`src/rtl/pirq_pkg.sv`:
```
package pirq_pkg;
    localparam int NPAIR = 4;
    localparam int NCH   = 2 * NPAIR;
    localparam int CHW   = $clog2(NCH);
    localparam int PFW   = 2;
    localparam int LW    = PFW + 1;
    localparam int NLVL  = 1 << LW;
    localparam int DW    = NCH;
    localparam int AW    = 3;

    typedef enum logic [AW-1:0] {
        ADR_EDGE = 3'd0,
        ADR_PEND = 3'd1,
        ADR_MASK = 3'd2,
        ADR_PRIO = 3'd3,
        ADR_SRC  = 3'd4
    } cfg_adr_e;

    function automatic logic [LW-1:0] chan_level(input logic [NPAIR*PFW-1:0] prio,
                                                input int ch);
        logic [PFW-1:0] fld;
        fld = prio[(ch/2)*PFW +: PFW];
        return {fld, logic'(ch % 2)};
    endfunction
endpackage

```
`src/rtl/pirq_chan.sv`:
```
module pirq_chan #(
    parameter bit HAS_SEL = 1'b1
) (
    input  logic clk,
    input  logic rst_n,
    input  logic pin,
    input  logic per,
    input  logic use_pin,
    input  logic rise_sel,
    input  logic clr,
    output logic pend
);
    logic src, sync1, sync2, dly, hit;

    generate
        if (HAS_SEL) begin : g_sel
            assign src = use_pin ? pin : per;
        end else begin : g_pin
            logic unused_in;
            assign unused_in = per ^ use_pin;
            assign src = pin;
        end
    endgenerate

    always_ff @(posedge clk or negedge rst_n) begin
        if (!rst_n) begin
            sync1 <= 1'b0;
            sync2 <= 1'b0;
            dly   <= 1'b0;
        end else begin
            sync1 <= src;
            sync2 <= sync1;
            dly   <= sync2;
        end
    end

    assign hit = rise_sel ? (sync2 & ~dly) : (~sync2 & dly);

    always_ff @(posedge clk or negedge rst_n) begin
        if (!rst_n)   pend <= 1'b0;
        else if (hit) pend <= 1'b1;
        else if (clr) pend <= 1'b0;
    end
endmodule

```
`src/rtl/pirq_regfile.sv`:
```
module pirq_regfile
    import pirq_pkg::*;
#(
    parameter logic [NCH-1:0] SEL_CAP = 8'h3F,
    parameter logic [NCH-1:0] SRC_RST = 8'h01
) (
    input  logic                   clk,
    input  logic                   rst_n,
    input  logic                   we,
    input  logic [AW-1:0]          addr,
    input  logic [DW-1:0]          wdata,
    input  logic [NCH-1:0]         pend,
    output logic [NCH-1:0]         rise_sel,
    output logic [NCH-1:0]         mask,
    output logic [NPAIR*PFW-1:0]   prio,
    output logic [NCH-1:0]         use_pin,
    output logic [NCH-1:0]         sw_clr,
    output logic [DW-1:0]          rdata
);
    logic [NCH-1:0] src_q;

    always_ff @(posedge clk or negedge rst_n) begin
        if (!rst_n) begin
            rise_sel <= '0;
            mask     <= '1;
            prio     <= '0;
            src_q    <= SRC_RST & SEL_CAP;
        end else if (we) begin
            case (addr)
                ADR_EDGE: rise_sel <= wdata;
                ADR_MASK: mask     <= wdata;
                ADR_PRIO: prio     <= wdata;
                ADR_SRC:  src_q    <= wdata & SEL_CAP;
                default: ;
            endcase
        end
    end

    assign use_pin = src_q | ~SEL_CAP;
    assign sw_clr  = (we && addr == ADR_PEND) ? ~wdata : '0;

    always_comb begin
        case (addr)
            ADR_EDGE: rdata = rise_sel;
            ADR_PEND: rdata = pend;
            ADR_MASK: rdata = mask;
            ADR_PRIO: rdata = prio;
            ADR_SRC:  rdata = use_pin;
            default:  rdata = '0;
        endcase
    end
endmodule

```
`src/rtl/pirq_arbiter.sv`:
```
module pirq_arbiter
    import pirq_pkg::*;
(
    input  logic [NCH-1:0]       active,
    input  logic [NPAIR*PFW-1:0] prio,
    output logic                 req,
    output logic [CHW-1:0]       chan,
    output logic [LW-1:0]        level
);
    always_comb begin
        req   = 1'b0;
        chan  = '0;
        level = '0;
        for (int lv = 0; lv < NLVL; lv++) begin
            for (int ch = 0; ch < NCH; ch++) begin
                if (!req && active[ch] && chan_level(prio, ch) == LW'(lv)) begin
                    req   = 1'b1;
                    chan  = CHW'(ch);
                    level = LW'(lv);
                end
            end
        end
    end
endmodule

```
`src/rtl/pairprio_irq_ctrl.sv`:
```
module pairprio_irq_ctrl
    import pirq_pkg::*;
#(
    parameter logic [NCH-1:0] SEL_CAP = 8'h3F,
    parameter logic [NCH-1:0] SRC_RST = 8'h01
) (
    input  logic           clk,
    input  logic           rst_n,
    input  logic [NCH-1:0] pin_req,
    input  logic [NCH-1:0] per_req,
    input  logic           cfg_we,
    input  logic [AW-1:0]  cfg_addr,
    input  logic [DW-1:0]  cfg_wdata,
    output logic [DW-1:0]  cfg_rdata,
    input  logic           irq_ack,
    input  logic [CHW-1:0] irq_ack_chan,
    output logic           irq_req,
    output logic [CHW-1:0] irq_chan,
    output logic [LW-1:0]  irq_level
);
    logic [NCH-1:0]       rise_sel, mask_q, use_pin, sw_clr, ack_clr, pend_q;
    logic [NPAIR*PFW-1:0] prio_q;

    pirq_regfile #(.SEL_CAP(SEL_CAP), .SRC_RST(SRC_RST)) u_regs (
        .clk(clk), .rst_n(rst_n), .we(cfg_we), .addr(cfg_addr),
        .wdata(cfg_wdata), .pend(pend_q), .rise_sel(rise_sel),
        .mask(mask_q), .prio(prio_q), .use_pin(use_pin),
        .sw_clr(sw_clr), .rdata(cfg_rdata)
    );

    assign ack_clr = irq_ack ? (NCH'(1) << irq_ack_chan) : '0;

    generate
        for (genvar c = 0; c < NCH; c++) begin : g_ch
            pirq_chan #(.HAS_SEL(SEL_CAP[c])) u_ch (
                .clk(clk), .rst_n(rst_n), .pin(pin_req[c]), .per(per_req[c]),
                .use_pin(use_pin[c]), .rise_sel(rise_sel[c]),
                .clr(sw_clr[c] | ack_clr[c]), .pend(pend_q[c])
            );
        end
    endgenerate

    pirq_arbiter u_arb (
        .active(pend_q & ~mask_q), .prio(prio_q),
        .req(irq_req), .chan(irq_chan), .level(irq_level)
    );
endmodule

```
`config.mk`:
```
export PLATFORM = sky130hd
export DESIGN_NAME = pairprio_irq_ctrl
export DESIGN_NICKNAME = d
export VERILOG_FILES = /design/src/rtl/pirq_pkg.sv /design/src/rtl/pirq_chan.sv /design/src/rtl/pirq_regfile.sv /design/src/rtl/pirq_arbiter.sv /design/src/rtl/pairprio_irq_ctrl.sv
export SDC_FILE = /design/constraint.sdc
export NUM_CORES = 1
export LEC_CHECK = 0
export CORE_MARGIN = 2
export CORE_UTILIZATION = 59
export DETAILED_ROUTE_END_ITERATION = 7
export HOLD_SLACK_MARGIN = 0.02
export PLACE_DENSITY = 0.85
export SLEW_MARGIN = 20
export SYNTH_ARGS = -nofsm -noshare
export SYNTH_HDL_FRONTEND = slang
export SYNTH_SLANG_ARGS = --single-unit
```
`constraint.sdc`:
```
create_clock -name clk -period 3.4 [get_ports clk]
set_clock_uncertainty 0.15 [all_clocks]
set_input_delay 0.51 -clock clk [delete_from_list [all_inputs] [get_ports clk]]
set_output_delay 0.51 -clock clk [all_outputs]
set_load 0.01 [all_outputs]
```
## After elaboration in Yosys (flattened, before gate mapping)

Cells that the tools add are included.

- Bitwise operators: 43
- Shift-type cells: 1
- Eq/ne operators: 16
- Reductions and logical operators: 112
- Mux-type cells: 124

Operator list:

| operator | count |
|---|---|
| 3-bit 2-to-1 mux | 57 |
| 1-bit logical AND | 64 |
| 1-bit 2-to-1 mux | 63 |
| 8-bit one-hot mux with 5 select lines | 1 |
| 1-bit logical NOT | 31 |
| 1-bit AND | 16 |
| 2-bit == test (second input constant) | 8 |
| 8-bit 2-to-1 mux | 2 |
| 1-bit inverter | 16 |
| 8-bit inverter | 2 |
| 2-bit nonzero test | 8 |
| 8-bit AND | 1 |
| 2-bit by 1-bit == test with 1-bit output (second input constant) | 4 |
| 2-bit logical NOT | 4 |
| 1-bit OR | 8 |
| 2-bit AND reduction | 4 |
| 1-bit by 3-bit left shift with 8-bit output (first input constant) | 1 |
| 3-bit by 2-bit == test with 1-bit output (second input constant) | 2 |
| 3-bit by 1-bit == test with 1-bit output (second input constant) | 1 |
| 3-bit == test (second input constant) | 1 |
| 3-bit logical NOT | 1 |
| 2-bit 2-to-1 mux | 1 |

- Bits in registers: 62
- Output and inout bits: 15
- Logic and storage cells: 332
- Bits of input ports: 34

## Depth between registers and ports, before layout

- Depth in word-level cells: 128
- Gate-level depth with buffers: 7
- Depth with buffers taken out: 5

## By module

From an unflattened synthesis, not the netlist that was laid out.

- Cells, all modules: 328
- Area, all modules: 3502.1 um2

By module, submodules not included:

| module | cells each | instances | area an instance (um2) | sequential area each (um2) |
|---|---|---|---|---|
| pirq_regfile | 129 | 1 | 1587.8 | 762.0 |
| pirq_chan at g_ch[0].u_ch ... | 9 | 6 | 136.4 | 100.1 |
| pirq_arbiter | 109 | 1 | 698.2 | 0.0 |
| pirq_chan at g_ch[6].u_ch ... | 8 | 2 | 125.1 | 100.1 |
| pairprio_irq_ctrl | 20 | 1 | 147.6 | 0.0 |

## Worst setup path before layout

No wires, ideal clock.

- Path type: reg2out
- Start: reg u_regs.mask[0]
- End: out irq_level[0]
- Path buffers: 1
- Setup slack: 775 ps
- Data required time: 2740 ps
- Cell stages (with the launch flop): 6
- Arrival: 1965 ps
- Cells stage by stage: dfstp_2 and4bb_1 or4_1 o21a_1 o22ai_1 buf_4

- Cells in the longest elaborated chain, start to end: 128
- Elaborated cells between the ends (all ways): 155
- Those cells by class: mux: 59; bitwise: 2; reduce/logical: 94

RTL lines:

| element | RTL line | RTL |
|---|---|---|
| from (decl) | pirq_regfile.sv:14 | `output logic [NCH-1:0] mask,` |
| from (signal assigned) | pirq_regfile.sv:31 | `ADR_MASK: mask <= wdata;` |
| 8-bit inverter * | pairprio_irq_ctrl.sv:44 | `.active(pend_q & ~mask_q), .prio(prio_q),` |
| 8-bit AND * | pairprio_irq_ctrl.sv:44 |  |
| 1-bit logical AND | pirq_arbiter.sv:16 | `if (!req && active[ch] && chan_level(prio, ch) == LW'(lv)) begin` |
| 1-bit 2-to-1 mux | pirq_arbiter.sv:16 |  |
| 1-bit logical NOT | - |  |
| 1-bit logical AND (2 in series) | pirq_arbiter.sv:16 |  |
| 1-bit 2-to-1 mux | pirq_arbiter.sv:16 |  |
| 1-bit logical NOT | - |  |
| [... 108 more ...] | - |  |
| 1-bit logical AND (2 in series) | pirq_arbiter.sv:16 |  |
| 1-bit 2-to-1 mux | pirq_arbiter.sv:16 |  |
| 1-bit logical NOT | - |  |
| 1-bit logical AND (2 in series) | pirq_arbiter.sv:16 |  |
| 1-bit 2-to-1 mux | pirq_arbiter.sv:16 |  |
| 1-bit logical NOT | - |  |
| 1-bit logical AND (2 in series) | pirq_arbiter.sv:16 |  |
| 3-bit 2-to-1 mux * | pirq_arbiter.sv:16 |  |
| to (decl) | pairprio_irq_ctrl.sv:19 | `output logic [LW-1:0] irq_level` |

Every way passes the cells marked *; elsewhere a longest branch is shown, timed or not.

## Worst setup path in the final report

- Start: reg u_regs.prio[4]
- End: out irq_chan[2]

- Cells in the longest elaborated chain, start to end: 119
- Elaborated cells between the ends (all ways): 151
- Those cells by class: eq/ne: 3; mux: 59; reduce/logical: 89

RTL lines:

| element | RTL line | RTL |
|---|---|---|
| from (decl) | pirq_regfile.sv:15 | `output logic [NPAIR*PFW-1:0] prio,` |
| from (signal assigned) | pirq_regfile.sv:32 | `ADR_PRIO: prio <= wdata;` |
| 2-bit logical NOT | pirq_arbiter.sv:16 |  |
| 1-bit logical AND | pirq_arbiter.sv:16 |  |
| 1-bit 2-to-1 mux | pirq_arbiter.sv:16 |  |
| 1-bit logical NOT | - |  |
| 1-bit logical AND (2 in series) | pirq_arbiter.sv:16 |  |
| 1-bit 2-to-1 mux | pirq_arbiter.sv:16 |  |
| 1-bit logical NOT | - |  |
| 1-bit logical AND (2 in series) | pirq_arbiter.sv:16 |  |
| [... 98 more ...] | - |  |
| 1-bit logical AND (2 in series) | pirq_arbiter.sv:16 |  |
| 1-bit 2-to-1 mux | pirq_arbiter.sv:16 |  |
| 1-bit logical NOT | - |  |
| 1-bit logical AND (2 in series) | pirq_arbiter.sv:16 |  |
| 1-bit 2-to-1 mux | pirq_arbiter.sv:16 |  |
| 1-bit logical NOT | - |  |
| 1-bit logical AND (2 in series) | pirq_arbiter.sv:16 |  |
| 3-bit 2-to-1 mux * | pirq_arbiter.sv:16 |  |
| to (decl) | pairprio_irq_ctrl.sv:18 | `output logic [CHW-1:0] irq_chan,` |

Marked as above.

==> results.py <==
metrics = {
    "clock_network": {
        "cts_hold_buf": 0,
        "clk_latency_ps": 340,
        "cts_setup_buffers": 0,
        "cts.sinks": 62,
        "htreeDepth": 3,
        "cts-resized-gates": 6,
        "clock_path_buffers": 2,
        "tritoncts": "done",
        "root_buffer": "clkbuf_8",
        "clk_pin_slew_ps": 70,
        "numCtsBuffers": 9,
    },
    "floorplan": {
        "start_util_pct": 60.1,
        "die_h_um": 81.0,
        "die_w_um": 81.0,
        "io_pins": 49,
        "fp-row-count": 28,
        "core_sq_um": 5820,
        "die_area_sq_um": 6550,
    },
    "pwr": {
        "power_leakage_nw": 1.70,
        "p_per_area_nw_per_um2": 642,
        "clkPwrFrac_pct": 25.5,
        "p_int_w": 0.00183,
        "p_switching_w": 0.000897,
        "total_power_w": 0.00273,
        "combPwrFrac_pct": 34.5,
        "max-vdd-ir-drop_mv": 0.410,
        "p_sw_share_pct": 32.8,
        "seqPwrFrac_pct": 40.0,
    },
    "logic_synthesis": {
        "synth-seq-cells": 62,
        "synth_edf_count": 0,
        "yosysSeqAreaShare_pct": 44.7,
        "synth_ff_type": "dfrtp_1",
        "postSynthAreaPerCell_sq_um": 11.7,
        "async_reset_ff_share_pct": 100,
        "synthCells": 299,
        "synth_nets": 333,
        "synth_cell_types": 59,
        "yosys_warnings": 0,
        "syn-cell-area_sq_um": 3490,
    },
    "timing": {
        "tightestPinTransition_ps": 882,
        "setup_viol": 0,
        "tns_ps": 0,
        "fmax_mhz": 302,
        "finalCritPeriodShare_pct": 97.5,
        "finalHoldViolations": 0,
        "maxSlewHeadroom_pct": 41.2,
        "min_period_ps": 3310,
        "final_max_slew_viol_count": 0,
        "rsz0062_at_grt": "false",
    },
    "setup_path": {
        "start_kind": "flop",
        "arrival_ps": 2650,
        "cp.required_ps": 2740,
        "path_max_fanout": 14,
        "rrSetupSlack_ps": 2210,
        "crit_path_end_kind": "output pin",
        "crit_type": "reg -> out",
    },
    "finish": {
        "layout_commonest_cell": "dfrtp_1",
        "fillCellCount": 414,
        "layout.nets": 385,
        "final_cell_mix": "dfrtp_1 (50), clkdlybuf4s50_1 (41), mux2_2 (36), nor2_1 (18), nand3_1 (12)",
        "area_growth_pct": 21.8,
        "drive_above_1_share_pct": 30.1,
        "antennaDiodeCount": 0,
    },
    "grt": {
        "met3_usage_pct": 5.89,
        "grt-busiest-layer": "met2",
        "antenna_found_initial": 0,
        "grt_pass1_vias": 2694,
        "use_met1_pct": 34.5,
        "track_usage_pct": 27.5,
        "grt_remaining_overflow": 0,
        "grt_pass1_wl_um": 13400,
        "grt_max_degree": 43,
        "grtUsageMet2_pct": 45.8,
    },
    "route": {
        "drtAntennaViolNets": 0,
        "drt_first_iter_violations": 207,
        "viasPerCell": 6.33,
        "wirelength_um": 8440,
        "dr.pass1.iters": 4,
        "wl_per_cell_um": 19.6,
        "drc": 0,
        "vias": 2727,
    },
    "placed_design": {
        "io_buffers": 46,
        "hpwl_um": 6260,
        "gp_congestion": 0.886,
    },
    "run": {
        "maxCapViolations": 0,
    },
    "run_status": {
        "outcome": "finished, final reports clean",
    },
    "min_path": {
        "hold_path_class": "in -> async",
    },
}
==> critical path, stage by stage (launching register included) <==
cell and delay (ps):
dfrtp_2 500, nor4b_1 560, or4_4 250, nand4b_4 150, inv_1 70, a221o_1 310, clkdlybuf4s50_1 470
==> cells by family after synthesis <==
| group | after synthesis | synth area share, % |
|---|---|---|
| simple gates | 120 | 27.0 |
| flops | 62 | 44.7 |
| compound gates | 50 | 9.99 |
| mux | 47 | 15.5 |
| buf+inv | 20 | 2.83 |
==> Yosys cell counts, drive strengths merged (4+ instances only) <==
cell	instances	share of area, %
dfrtp	53	38
a21oi	11	1.6
nand3b	8	1.7
and4b	4	1.1
mux2	36	12
and2	4	0.72
nand4b	6	1.9
nand2	11	1.2
nand3	12	1.7
nand4bb	5	1.6
nor2	18	1.9
clkbuf	4	0.43
or3b	7	1.8
mux2i	9	2.6
nand2b	5	1.1
and4bb	13	4.7
dfstp	9	6.8
inv	6	0.64
nor4	4	2.0
o221ai	8	2.0
o22ai	6	1.1
o21ai	8	1.1
or4b	5	1.5
buf	10	1.8
nor4b	5	1.3
==> power groups by stage <==
stage	Sequential, W	Combinational, W	Clock (W)
finish	0.00109	0.000943	0.000695
global route	0.00111	0.00101	0.000735
CTS	0.00108	0.000935	0.000705
detailed placement	0.00109	0.000952	0
global placement	0.00107	0.000935	0
floorplan	0.00100	0.000707	0
==> state kept, by name (all words and copies together), names as in the netlist <==
| register | flops |
|---|---|
| u_regs.prio | 8 |
| g_ch.u_ch.sync1 | 8 |
| u_regs.rise_sel | 8 |
| u_regs.src_q | 6 |
| g_ch.u_ch.sync2 | 8 |
| g_ch.u_ch.dly | 8 |
| g_ch.u_ch.pend | 8 |
| u_regs.mask | 8 |
==> layout make-up <==
type	instances	area (sq um)	share of cell area, %
timing repair buffer	55	518	12.2
clock inverter	6	86.3	2.03
inverter	6	22.5	0.529
sequential	62	1570	36.8
tap	75	93.8	2.21
multi-input combinational	217	1840	43.3
clock buffer	10	128	3.00
==> metal layers <==
layer,vias to the layer above,share of wire [%]
met5,-,0
met2,100,51
li1,1270,-
met3,19,5.4
met1,1338,41
met4,0,2.7
==> final timing paths <==
check	start	depth (start not counted)	to
worst max-delay path	u_regs.prio[4]$_DFFE_PN0P_	6	irq_chan[2]
worst min-delay path	rst_n	1	g_ch[7].u_ch.sync1$_DFF_PN0_
worst max register to register	u_regs.rise_sel[3]$_DFFE_PN0P_	2	g_ch[3].u_ch.pend$_DFFE_PN0P_
worst min register to register	g_ch[0].u_ch.sync1$_DFF_PN0_	0	g_ch[0].u_ch.sync2$_DFF_PN0_
max in group asynchronous	rst_n	2	u_regs.mask[5]$_DFFE_PN1P_
min in group clk	g_ch[0].u_ch.sync1$_DFF_PN0_	0	g_ch[0].u_ch.sync2$_DFF_PN0_
==> stage by stage <==
stage	cells	util (%)	setup slack [ps]	hold WS (ps)	area, sq um
6_report	431	73.2	86.4	141	4260
5_1_grt	431	73.2	14.0	208	4260
4_1_cts	431	73.0	64.1	157	4250
3_5_place_dp	415	69.4	322	187	4040
3_3_place_gp	415	69.4	334	182	4040
2_1_floorplan	299	-	775	64.4	3490
Note: power is estimated with default switching activity, not from simulation.
